### src/rtl/keypad_pkg.sv
package keypad_pkg;
  localparam int unsigned KP_DATA_W     = 8;
  localparam int unsigned KP_GROUP_W    = 4;
  localparam int unsigned KP_NUM_GROUPS = 2;

  // Constant ones placed above the select field in a read.
  function automatic logic [KP_DATA_W-1:0] kp_all_ones();
    return '1;
  endfunction
endpackage

### src/rtl/keypad_sel_reg.sv
module keypad_sel_reg #(
  parameter int unsigned DATA_W  = 8,
  parameter int unsigned SEL_LSB = 4,
  parameter int unsigned SEL_W   = 2
) (
  input  logic              clk,
  input  logic              rst_n,
  input  logic              wr_en,
  input  logic [DATA_W-1:0] wr_data,
  output logic [SEL_W-1:0]  sel_n
);
  logic [SEL_W-1:0] sel_q;
  logic             past_ok;

  always_ff @(posedge clk or negedge rst_n) begin
    if (!rst_n) begin
      sel_q   <= '0;
      past_ok <= 1'b0;
    end else begin
      past_ok <= 1'b1;
      if (wr_en) sel_q <= wr_data[SEL_LSB +: SEL_W];
    end
  end

  assign sel_n = sel_q;


  sel_hold_chk: assert property (@(posedge clk) disable iff (!rst_n)
    (past_ok && !$past(wr_en)) |-> $stable(sel_n));


  sel_capture_chk: assert property (@(posedge clk) disable iff (!rst_n)
    (past_ok && $past(wr_en)) |-> (sel_n == $past(wr_data[SEL_LSB +: SEL_W])));
endmodule

### src/rtl/keypad_group_mux.sv
module keypad_group_mux #(
  parameter int unsigned GROUP_W    = 4,
  parameter int unsigned NUM_GROUPS = 2,
  localparam int unsigned KEY_W     = GROUP_W * NUM_GROUPS
) (
  input  logic [NUM_GROUPS-1:0] sel_n,
  input  logic [KEY_W-1:0]      keys,
  output logic [GROUP_W-1:0]    group_keys
);
  // The lowest select bit picks the highest group, and so on downwards.
  logic [GROUP_W-1:0] term [NUM_GROUPS];

  for (genvar g = 0; g < NUM_GROUPS; g++) begin : g_grp
    localparam int unsigned SBIT = NUM_GROUPS - 1 - g;
    logic hit;
    assign hit     = (sel_n == ~(NUM_GROUPS'(1) << SBIT));
    assign term[g] = hit ? keys[g*GROUP_W +: GROUP_W] : '0;
  end

  always_comb begin
    group_keys = '0;
    for (int g = 0; g < NUM_GROUPS; g++) group_keys = group_keys | term[g];
  end
endmodule

### src/rtl/keypad_read_fmt.sv
module keypad_read_fmt #(
  parameter int unsigned DATA_W  = 8,
  parameter int unsigned GROUP_W = 4,
  parameter int unsigned SEL_W   = 2,
  localparam int unsigned FILL_W = DATA_W - GROUP_W - SEL_W
) (
  input  logic [SEL_W-1:0]   sel_n,
  input  logic [GROUP_W-1:0] group_keys,
  output logic [DATA_W-1:0]  rd_data
);
  assign rd_data = {{FILL_W{1'b1}}, sel_n, ~group_keys};
endmodule

### src/rtl/keypad_group_reader.sv
module keypad_group_reader
  import keypad_pkg::*;
#(
  parameter int unsigned DATA_W     = KP_DATA_W,
  parameter int unsigned GROUP_W    = KP_GROUP_W,
  parameter int unsigned NUM_GROUPS = KP_NUM_GROUPS
) (
  input  logic                            clk,
  input  logic                            rst_n,
  input  logic                            wr_en,
  input  logic [DATA_W-1:0]               wr_data,
  input  logic [GROUP_W*NUM_GROUPS-1:0]   key_in,
  output logic [DATA_W-1:0]               rd_data
);
  localparam int unsigned KEY_W   = GROUP_W * NUM_GROUPS;
  localparam int unsigned SEL_LSB = GROUP_W;
  localparam int unsigned SEL_W   = NUM_GROUPS;

  logic [SEL_W-1:0]   sel_n;
  logic [GROUP_W-1:0] group_keys;

  keypad_sel_reg #(.DATA_W(DATA_W), .SEL_LSB(SEL_LSB), .SEL_W(SEL_W)) u_sel (
    .clk(clk), .rst_n(rst_n), .wr_en(wr_en), .wr_data(wr_data), .sel_n(sel_n)
  );

  keypad_group_mux #(.GROUP_W(GROUP_W), .NUM_GROUPS(NUM_GROUPS)) u_mux (
    .sel_n(sel_n), .keys(key_in), .group_keys(group_keys)
  );

  keypad_read_fmt #(.DATA_W(DATA_W), .GROUP_W(GROUP_W), .SEL_W(SEL_W)) u_fmt (
    .sel_n(sel_n), .group_keys(group_keys), .rd_data(rd_data)
  );


  top_bits_one_chk: assert property (@(posedge clk) disable iff (!rst_n)
    &rd_data[DATA_W-1:SEL_LSB+SEL_W]);


  upper_group_chk: assert property (@(posedge clk) disable iff (!rst_n)
    (rd_data[SEL_LSB +: SEL_W] == SEL_W'(2'b10)) |->
      (rd_data[GROUP_W-1:0] == ~key_in[KEY_W-1 -: GROUP_W]));


  lower_group_chk: assert property (@(posedge clk) disable iff (!rst_n)
    (rd_data[SEL_LSB +: SEL_W] == SEL_W'(2'b01)) |->
      (rd_data[GROUP_W-1:0] == ~key_in[GROUP_W-1:0]));


  no_group_chk: assert property (@(posedge clk) disable iff (!rst_n)
    ($countones(rd_data[SEL_LSB +: SEL_W]) != SEL_W - 1) |->
      (&rd_data[GROUP_W-1:0]));
endmodule

### config.mk
export PLATFORM = sky130hd
export DESIGN_NAME = keypad_group_reader
export DESIGN_NICKNAME = d
export VERILOG_FILES = /design/src/rtl/keypad_pkg.sv /design/src/rtl/keypad_sel_reg.sv /design/src/rtl/keypad_group_mux.sv /design/src/rtl/keypad_read_fmt.sv /design/src/rtl/keypad_group_reader.sv
export SDC_FILE = /design/constraint.sdc
export NUM_CORES = 1
export LEC_CHECK = 0
export BUFFER_PORTS_ARGS = -buffer_cell sky130_fd_sc_hd__buf_2
export CORE_AREA = 2 2 39 41
export CTS_CLUSTER_SIZE = 10
export DETAILED_ROUTE_END_ITERATION = 7
export DIE_AREA = 0 0 41 43
export HOLD_SLACK_MARGIN = 0.08
export PLACE_DENSITY = 0.39
export SYNTH_ARGS = -nofsm -noshare
export SYNTH_HDL_FRONTEND = slang
export SYNTH_SLANG_ARGS = --single-unit
### constraint.sdc
create_clock -name clk -period 1.25 [get_ports clk]
set_input_delay 0.0625 -clock clk [delete_from_list [all_inputs] [get_ports clk]]
set_output_delay 0.0625 -clock clk [all_outputs]
set_load 0.01 [all_outputs]
Yosys cells after proc, flatten, opt, wreduce, memory -nomap -nowiden
Index checks and enable logic that the tools add are counted.
Storage, ports and cells
  register bits after elaboration: 2
  input bits: 19
  output and inout port bits: 8
Cells by class
  equality and inequality tests: 2
  mux-type cells: 2
  bitwise logic cells: 2
Operators with widths (number)
  $mux 4: 2
  $not 4->4: 1
  $or 4x4->4: 1
  $eq 2x1->1 const B: 1
  $eq 2x2->1 const B: 1

Longest topological paths before layout
Gate-level depths: netlist of the first run.
  depth after elaboration: 4
  depth in mapped cells: 2
  mapped depth without buffers: 2

Modules after synthesis
From an unflattened synthesis of the first run, not the netlist that was laid out.
Unflattened totals
  cells, all modules: 19
  area total of the unflattened synthesis: 175.2 sq um
By module, submodules not included
  keypad_sel_reg: times used 1, cells each 4, area each 72.6 sq um, sequential area each 50.0 sq um
  keypad_group_mux: times used 1, cells each 6, area each 53.8 sq um, sequential area each 0.0 sq um
  keypad_read_fmt: times used 1, cells each 9, area each 48.8 sq um, sequential area each 0.0 sq um

Worst setup path after synthesis of the first run
Ideal clock, no wire load.
  kind: flip-flop to output port
  from: reg u_sel.sel_q[1], in the netlist u_sel.sel_n[1]
  to: out rd_data[0]
  arrival time: 0.867 ns
  path slack: 0.321 ns
  cell stages (with the launch flop): 3
  buffers on the path: 0
  path through: dfrtp_1 nor2b_4 a22oi_1
Between the ends
  word-level cells in the longest chain between the ends: 4
  elaborated cells between the ends (all ways): 6
  those cells by class: eq/ne (2); mux (2); bitwise (2)
Ends and longest elaborated chain
  start, declared: line keypad_sel_reg.sv:12  | logic [SEL_W-1:0] sel_q;
  start signal, assigned: line keypad_sel_reg.sv:21  | if (wr_en) sel_q <= wr_data[SEL_LSB +: SEL_W];
  $eq 2x1->1 / $eq 2x2->1 (equally long branches): line keypad_group_mux.sv:16  | assign hit = (sel_n == ~(NUM_GROUPS'(1) << SBIT));
  $mux 4: line keypad_group_mux.sv:17  | assign term[g] = hit ? keys[g*GROUP_W +: GROUP_W] : '0;
  $or 4x4->4 (*): line keypad_group_mux.sv:22  | for (int g = 0; g < NUM_GROUPS; g++) group_keys = group_keys | term[g];
  $not 4->4 (*): line keypad_read_fmt.sv:11  | assign rd_data = {{FILL_W{1'b1}}, sel_n, ~group_keys};
  end, declared: line keypad_group_reader.sv:13  | output logic [DATA_W-1:0] rd_data
Mark *: on every way between the ends. The rest lies on a longest branch, timed or not.

Final worst setup path of the first run
  from: reg u_sel.sel_q[1], in the netlist u_sel.sel_n[1]
  to: out rd_data[2]
Same word-level chain as after synthesis.

==> results of run 1 <==
==> cell families (layout without fill, tap and decap cells) <==
logic type             Yosys count  count (layout)  synth area share [%]
AOI/OAI and AO/OA                4               4                  20.2
muxes                            2               2                  15.1
DFF                              2               2                  33.6
and+or+nand+nor                  2               2                  18.5
buffers and inverters            2              26                  10.1
other                            1               2                  2.52
==> placed cells by master, fill, tap and decap left out, drive strengths merged <==
| master | count |
|---|---|
| a22oi | 4 |
| buf | 20 |
| nor2b | 2 |
| clkbuf | 3 |
| conb | 2 |
| mux2 | 2 |
| dlygate4sd3 | 3 |
| dfrtp | 2 |
==> metal layers <==
metal	vias up	part of all wire, %	global-route usage [%]
met1	87	40	9.94
met3	0	16	7.85
li1	95	-	-
met2	19	43	9.69
met4	0	0	4.00
met5	-	0	0
==> stage by stage <==
step | TNS [ns] | setup WS (ns) | util (%) | instance area [um2] | total power [W]
floorplan | 0 | 0.321 | - | 153 | 0.000130
global placement | 0 | 0.218 | 17.9 | 248 | 0.000173
detailed placement | 0 | 0.223 | 17.9 | 248 | 0.000173
CTS | 0 | 0.0267 | 22.8 | 315 | 0.000338
global route | -0.0261 | -0.0155 | 23.6 | 327 | 0.000367
finish | 0 | 0.0547 | 23.6 | 327 | 0.000335
==> worst max-delay path, stage by stage (launching register included) <==
cell and delay, ns:
dfrtp_1 0.38, buf_4 0.15, nor2b_4 0.14, a22oi_1 0.09, buf_2 0.15
==> cell type report <==
type,count,area share [%]
sequential,2,15.7
tap,16,6.13
multi-input combinational,10,29.9
clock buffer,3,6.90
timing repair buffer,23,41.4
==> repair_timing <==
action,CTS,global route
resized for setup,0,3
cloned,0,0
setup endpoints to repair,3,4
hold buffers,3,0
pin swaps,0,0
endpoints found under the hold margin,4,0
buffers inserted,2,0
==> final timing paths <==
| kind | to | slack [ns] | cells after the start |
|---|---|---|---|
| setup / recovery | rd_data[2] | 0.05 | 4 |
| hold / removal | u_sel.sel_n[0]$_DFFE_PN0P_ | 0.11 | 2 |
| setup reg to reg | u_sel.sel_n[1]$_DFFE_PN0P_ | 0.32 | 2 |
| hold reg to reg | u_sel.sel_n[0]$_DFFE_PN0P_ | 0.59 | 1 |
| max in group asynchronous | u_sel.sel_n[0]$_DFFE_PN0P_ | 0.99 | 2 |
| min in group asynchronous | u_sel.sel_n[0]$_DFFE_PN0P_ | 0.16 | 2 |
==> power by group <==
part | switching (W) | total [W] | internal [W]
registers | 0.00000810 | 0.0000806 | 0.0000725
logic | 0.0000494 | 0.000113 | 0.0000640
clock network | 0.0000357 | 0.000141 | 0.000106
==> impl_metrics.toml, run 1 <==
[status]
outcome = "completed"

[die]
core_um2 = 1380
die_y_um = 43
fp-row-count = 14
num_io_pins = 27
start_util_pct = 10.8
die_area_um2 = 1760
die_x_um = 41

[sta]
finalCritPeriodShare_pct = 95.6
fmaxAchievable_ghz = 0.837
setup_viol = 0
final-hold-violation-count = 0
hold_ws_ns = 0.106
rsz0062_at_grt = "true"
period_needed_ns = 1.20
finalMaxSlewViolations = 0
finalClockSkew_ns = 0

[setup_path]
worstPathMaxFanout = 4
cp.arrival_ns = 1.13
reg2reg_from = "u_sel.sel_n[1]$_DFFE_PN0P_"
required_ns = 1.19
critPathCaptureType = "output port"
crit_type = "flop to output port"
critPathLaunch = "u_sel.sel_n[1]$_DFFE_PN0P_"
startpoint_type = "flop"

[clocking]
htreeDepth = 1
path_clk_slew_ns = 0.03
cts.sinks = 2
numCtsBuffers = 3
worst_skew_pair.late_latency_ns = 0.22
cts-root-buf = "clkbuf_4"
clk_path_buf_depth = 2
cts_tree = "done"

[drt]
first_pass_iters = 4
drc = 0
routed_wl_um = 544
antenna_left = 0
via_count = 201
initialDrtViolationCount = 1
vias_per_cell = 3.72
wl_per_cell_um = 10.1

[global_route]
first_global_vias = 208
grt_pass1_wl_um = 862
grt.overflow.total = 0
grt_start_max_net_pins = 5
grt.total_usage_pct = 8.32
antenna_found_initial = 0

[place]
post-place-cells = 46
io_buffer_count = 18
place.gp.congestion = 0.664

[yosys]
synth_edf_count = 0
synth_area_um2 = 149
ys.flop_type = "dfrtp_1"
ys_types = 6
netlist_instances = 13
async_flop_share_pct = 100
synth_area_leaders = "dfrtp_1, a22oi_1, nor2b_4"
synth_top_cell_by_area = "dfrtp_1"
synth.most_common_cell = "a22oi_1"
synth-seq-cells = 2
synth_top_area_share_pct = 33.6
synth_common_cells = "a22oi_1, buf_4, dfrtp_1, mux2_1, nor2b_4"
seq_area_frac_synth_pct = 33.6
yosys_warnings = 0
post_synth.cell_area_avg_um2 = 11.5

[layout]
drive_above_1_share_pct = 73.7
regArea_um2 = 51.3
antenna_cells = 0
fillers = 145
finalNetCount = 59
multi_input_area_um2 = 97.6
largest_reg_flops = 2
stdcell_count = 54
syn_to_final_growth_pct = 119

[power]
p_leak_nw = 0.162
ir_drop_mv = 0.359
p_per_area_nw_per_um2 = 1030

[job]
cap_violations = 0

[worst_hold_path]
hold_start = "wr_en"
hold_class = "input port to flop"
(Power assumes the default switching activity.)
==> inputs of run 2 (changes only) <==
--- a/config.mk
+++ b/config.mk
@@ -5,13 +5,14 @@
 export SDC_FILE = /design/constraint.sdc
 export NUM_CORES = 1
 export LEC_CHECK = 0
-export BUFFER_PORTS_ARGS = -buffer_cell sky130_fd_sc_hd__buf_2
+export BUFFER_PORTS_ARGS = -buffer_cell sky130_fd_sc_hd__buf_4
 export CORE_AREA = 2 2 39 41
 export CTS_CLUSTER_SIZE = 10
 export DETAILED_ROUTE_END_ITERATION = 7
 export DIE_AREA = 0 0 41 43
 export HOLD_SLACK_MARGIN = 0.08
 export PLACE_DENSITY = 0.39
+export SLEW_MARGIN = 20
 export SYNTH_ARGS = -nofsm -noshare
 export SYNTH_HDL_FRONTEND = slang
 export SYNTH_SLANG_ARGS = --single-unit
==> run 2 against run 1 <==
Compared with the run above:
- largest cell class unchanged
- cell count shrank 3.7%
- non-clock buffer count down 2
- die area unchanged
- setup slack got worse by 0.0074 ns
- global-route usage stayed put
- largest power group unchanged
- combinational power up 4%
- clock power about the same
- first-iteration DRC count shrank 100%
- core utilization increased by 1.4 points
- clock skew is the same
==> impl_metrics.toml, run 2 (synthesis gave the netlist of run 1 again) <==
[clocking]
htreeDepth = 1
worst_skew_pair.late_latency_ns = 0.22
clk_path_buf_depth = 2
cts_tree = "done"
cts-root-buf = "clkbuf_4"
path_clk_slew_ns = 0.03
post-cts-setup-buffers = 0
numCtsBuffers = 3
cts.sinks = 2

[worst_hold_path]
hold_class = "input port to flop"
min_path_cells = 2

[sta]
finalMaxSlewViolations = 0
fmaxAchievable_ghz = 0.831
period_needed_ns = 1.20
finalCritPeriodShare_pct = 96.2
finalClockSkew_ns = 0
final-hold-violation-count = 0
setup_ws_ns = 0.0473
setup_viol = 0
rsz0062_at_grt = "true"

[setup_path]
r2r-end = "u_sel.sel_n[0]$_DFFE_PN0P_"
cp.arrival_ns = 1.14
crit_path_end = "rd_data[3]"
worstPathMaxFanout = 4
required_ns = 1.19
startpoint_type = "flop"
critPathCaptureType = "output port"
reg2reg_from = "u_sel.sel_n[0]$_DFFE_PN0P_"
crit_type = "flop to output port"
critPathLaunch = "u_sel.sel_n[1]$_DFFE_PN0P_"
worst-r2r-setup-slack_ns = 0.40
ff2ff_path_depth = 1

[drt]
first_pass_iters = 1
wl_met3_um = 84
drc = 0
wirelength_met1_um = 207
wl_per_cell_um = 10.7
initialDrtViolationCount = 0
dr.max_layer_used = "met3"
antenna_left = 0
vias_per_cell = 3.75
route.met2.wl_um = 263
routed_wl_um = 556
via_count = 195

[layout]
stdcell_count = 52
largest_reg_flops = 2
finalNetCount = 57
antenna_cells = 0
mostFrequentLayoutCells = "buf_4, a22oi_1, clkbuf_4, dlygate4sd3_1"
drive_above_1_share_pct = 66.7
final_common_cell = "buf_4"
syn_to_final_growth_pct = 133
fillers = 139
final_util_pct = 25.0

[global_route]
grt.total_usage_pct = 8.32
grt.overflow.total = 0
first_global_vias = 214
antenna_found_initial = 0
grt_pass1_wl_um = 869
grt_start_max_net_pins = 5

[job]
cap_violations = 0

[power]
p_per_area_nw_per_um2 = 983
ir_drop_mv = 0.288
p_leak_nw = 0.169

[status]
outcome = "completed"

[die]
num_io_pins = 27
die_area_um2 = 1760
start_util_pct = 10.8
die_x_um = 41
fp-row-count = 14
core_um2 = 1380
die_y_um = 43

[place]
place.gp.congestion = 0.729
pre_cts_ws_ns = 0.268
post-place-cells = 46
io_buffer_count = 18
[run 2: changes by cell type in the layout (fill, tap and decap cells not counted), sizes merged]
cell	delta
buf	-2
[run 2: critical path: stages, from the launching register on]
cell and delay (ns):
dfrtp_2 0.43, nor2b_4 0.15, a22oi_1 0.19, buf_4 0.15
[run 2: worst min-delay path by stage]
stage	to	slack (ns)	start
floorplan	u_sel.sel_n[0]$_DFFE_PN0P_	-0.23	rst_n
global placement	u_sel.sel_n[0]$_DFFE_PN0P_	-0.15	rst_n
detailed placement	u_sel.sel_n[1]$_DFFE_PN0P_	-0.15	rst_n
CTS	u_sel.sel_n[0]$_DFFE_PN0P_	0.08	wr_en
global route	u_sel.sel_n[1]$_DFFE_PN0P_	0.11	wr_en
finish	u_sel.sel_n[0]$_DFFE_PN0P_	0.09	wr_en
[run 2: where the power goes]
| group | switching, W | leakage, nW | internal (W) |
|---|---|---|---|
| combinational | 0.0000419 | 0.133 | 0.0000747 |
| clock | 0.0000352 | 0.0138 | 0.000106 |
| sequential | 0.0000105 | 0.0224 | 0.0000724 |
| total | 0.0000876 | 0.169 | 0.000253 |
[run 2: layer usage]
| layer | GRT usage, % | vias to the layer above |
|---|---|---|
| met2 | 11.3 | 17 |
| met1 | 8.01 | 86 |
| met3 | 6.81 | 0 |
| li1 | - | 92 |
| met4 | 6.00 | 0 |
| met5 | 0 | - |
[run 2: what timing repair did]
item	CTS	global route
endpoints found under the setup margin	0	4
gates resized for setup	0	1
hold endpoints to repair	4	0
hold buffers	3	0
[run 2: through the flow]
| stage | setup TNS (ns) | hold WS (ns) | power (W) | cell area, um2 |
|---|---|---|---|---|
| floorplan | 0 | -0.233 | 0.000130 | 153 |
| global placement | 0 | -0.155 | 0.000193 | 293 |
| detailed placement | 0 | -0.153 | 0.000194 | 293 |
| CTS | 0 | 0.0825 | 0.000353 | 345 |
| global route | -0.00359 | 0.105 | 0.000368 | 347 |
| finish | 0 | 0.0929 | 0.000341 | 347 |
[run 2: layout make-up]
cell class	instances	area, um2	share of cell area (%)
timing repair buffer	21	165	47.7
sequential	2	51.3	14.8
clock buffer	3	22.5	6.50
multi-input combinational	10	87.6	25.3
tap	16	20.0	5.78
==> inputs of run 3 (changes only) <==
--- a/config.mk
+++ b/config.mk
@@ -5,13 +5,13 @@
 export SDC_FILE = /design/constraint.sdc
 export NUM_CORES = 1
 export LEC_CHECK = 0
-export BUFFER_PORTS_ARGS = -buffer_cell sky130_fd_sc_hd__buf_4
 export CORE_AREA = 2 2 39 41
 export CTS_CLUSTER_SIZE = 10
 export DETAILED_ROUTE_END_ITERATION = 7
 export DIE_AREA = 0 0 41 43
+export DONT_BUFFER_PORTS = 1
 export HOLD_SLACK_MARGIN = 0.08
-export PLACE_DENSITY = 0.39
+export PLACE_DENSITY = 0.3
 export SLEW_MARGIN = 20
 export SYNTH_ARGS = -nofsm -noshare
 export SYNTH_HDL_FRONTEND = slang
==> run 3 against run 2 <==
Compared with the run above:
- non-clock buffer count down 16
- power down 12%
- critical path type unchanged
- highest routed layer unchanged
- maximum frequency up 4.2%
- register-to-register slack worse by 0.06 ns
- first-iteration DRC count up 2
- hold slack better by 0.087 ns
- clock skew unchanged
==> impl_metrics.toml, run 3 (synthesis gave the netlist of run 1 again) <==
[worst_hold_path]
hold_end = "rd_data[0]"
hold_start = "key_in[0]"
min_path_cells = 1
hold_class = "input port to output port"

[setup_path]
critPathCaptureType = "output port"
crit_type = "flop to output port"
cp.arrival_ns = 1.09
required_ns = 1.19
reg2reg_from = "u_sel.sel_n[0]$_DFFE_PN0P_"
worstPathMaxFanout = 4
ff2ff_path_depth = 1
r2r-end = "u_sel.sel_n[0]$_DFFE_PN0P_"
worst-r2r-setup-slack_ns = 0.34
startpoint_type = "flop"

[global_route]
antenna_found_initial = 0
grt.total_usage_pct = 4.81
grt_start_max_net_pins = 5
first_global_vias = 150
grt_pass1_wl_um = 510
grt.overflow.total = 0

[die]
start_util_pct = 10.8
die_x_um = 41
die_area_um2 = 1760
fp-row-count = 14
die_y_um = 43
num_io_pins = 27
core_um2 = 1380

[layout]
antenna_cells = 0
stdcell_count = 36
final_area_um2 = 251
finalNetCount = 41
mostFrequentLayoutCells = "dlygate4sd3_1, a22oi_2, clkbuf_4"
largest_reg_flops = 2
final_common_cell = "dlygate4sd3_1"
syn_to_final_growth_pct = 68.9
fillers = 148
drive_above_1_share_pct = 50.0

[sta]
finalCritPeriodShare_pct = 92.3
setup_tns_ns = 0
finalClockSkew_ns = 0
rsz0062_at_grt = "false"
finalMaxSlewViolations = 0
final-hold-violation-count = 0
setup_viol = 0
setup_ws_ns = 0.0957
fmaxAchievable_ghz = 0.866
period_needed_ns = 1.15

[power]
ir_drop_mv = 0.560
p_per_area_nw_per_um2 = 1190
p_leak_nw = 0.0939

[place]
place.gp.congestion = 0.617
post-place-cells = 28
io_buffer_count = 0
dpl_cell_area_um2 = 158
pre_cts_ws_ns = 0.242
hpwl_um = 262

[job]
cap_violations = 0

[drt]
routed_wl_um = 404
drc = 0
antenna_left = 0
via_count = 140
vias_per_cell = 3.89
initialDrtViolationCount = 2
wl_per_cell_um = 11.2
first_pass_iters = 2

[clocking]
htreeDepth = 1
worst_skew_pair.late_latency_ns = 0.22
numCtsBuffers = 3
post-cts-setup-buffers = 0
path_clk_slew_ns = 0.03
clk_path_buf_depth = 2
cts_tree = "done"
cts-root-buf = "clkbuf_4"
cts.sinks = 2

[status]
outcome = "completed"
run 3: metal layers:
layer  part of all wire, %  up-vias  global-route usage, %
met3                    19        0                   2.09
met5                     0        -                      0
met2                    50       20                   8.44
met4                     0        0                   4.00
met1                    30       61                   3.53
li1                      -       59                      -
run 3: layout make-up:
class | instances | area [um2] | area share [%]
multi-input combinational | 10 | 108 | 42.8
tap | 16 | 20.0 | 7.96
clock buffer | 3 | 22.5 | 8.96
sequential | 2 | 51.3 | 20.4
timing repair buffer | 5 | 50.0 | 19.9
run 3: power breakdown:
part | total (W) | leakage, nW | internal, W | switching (W)
Combinational | 0.0000677 | 0.0578 | 0.0000368 | 0.0000309
Clock | 0.000142 | 0.0138 | 0.000106 | 0.0000362
Sequential | 0.0000882 | 0.0224 | 0.0000724 | 0.0000159
Total | 0.000298 | 0.0939 | 0.000215 | 0.0000830
run 3: timing repair:
item | CTS | global route
setup endpoints to repair | 1 | 3
cloned | 0 | 0
gates resized for setup | 1 | 4
hold endpoints to repair | 4 | 0
hold buffers | 5 | 0
run 3: how the worst max path moves through the flow:
stage / startpoint / endpoint / slack (ns) / cells after the start
after floorplan: u_sel.sel_n[1]$_DFFE_PN0P_ / rd_data[0] / 0.32 / 2
after global placement: u_sel.sel_n[1]$_DFFE_PN0P_ / rd_data[3] / 0.25 / 2
after detailed placement: u_sel.sel_n[1]$_DFFE_PN0P_ / rd_data[1] / 0.24 / 2
after CTS: u_sel.sel_n[1]$_DFFE_PN0P_ / rd_data[3] / 0.0007 / 2
after global routing: u_sel.sel_n[1]$_DFFE_PN0P_ / rd_data[2] / 0.03 / 2
final: u_sel.sel_n[1]$_DFFE_PN0P_ / rd_data[3] / 0.1 / 2
run 3: worst max-delay path, stage by stage (launching register included):
cell,delay (ns)
dfrtp_2,0.45
nor2b_4,0.17
a22oi_2,0.25
run 3: stage by stage:
step | hold slack (ns) | util, % | power (W)
floorplan | -0.233 | - | 0.000130
detailed placement | -0.233 | 11.4 | 0.000132
global placement | -0.233 | 11.4 | 0.000131
finish | 0.180 | 18.2 | 0.000298
global route | 0.186 | 18.2 | 0.000327
CTS | 0.184 | 17.0 | 0.000295
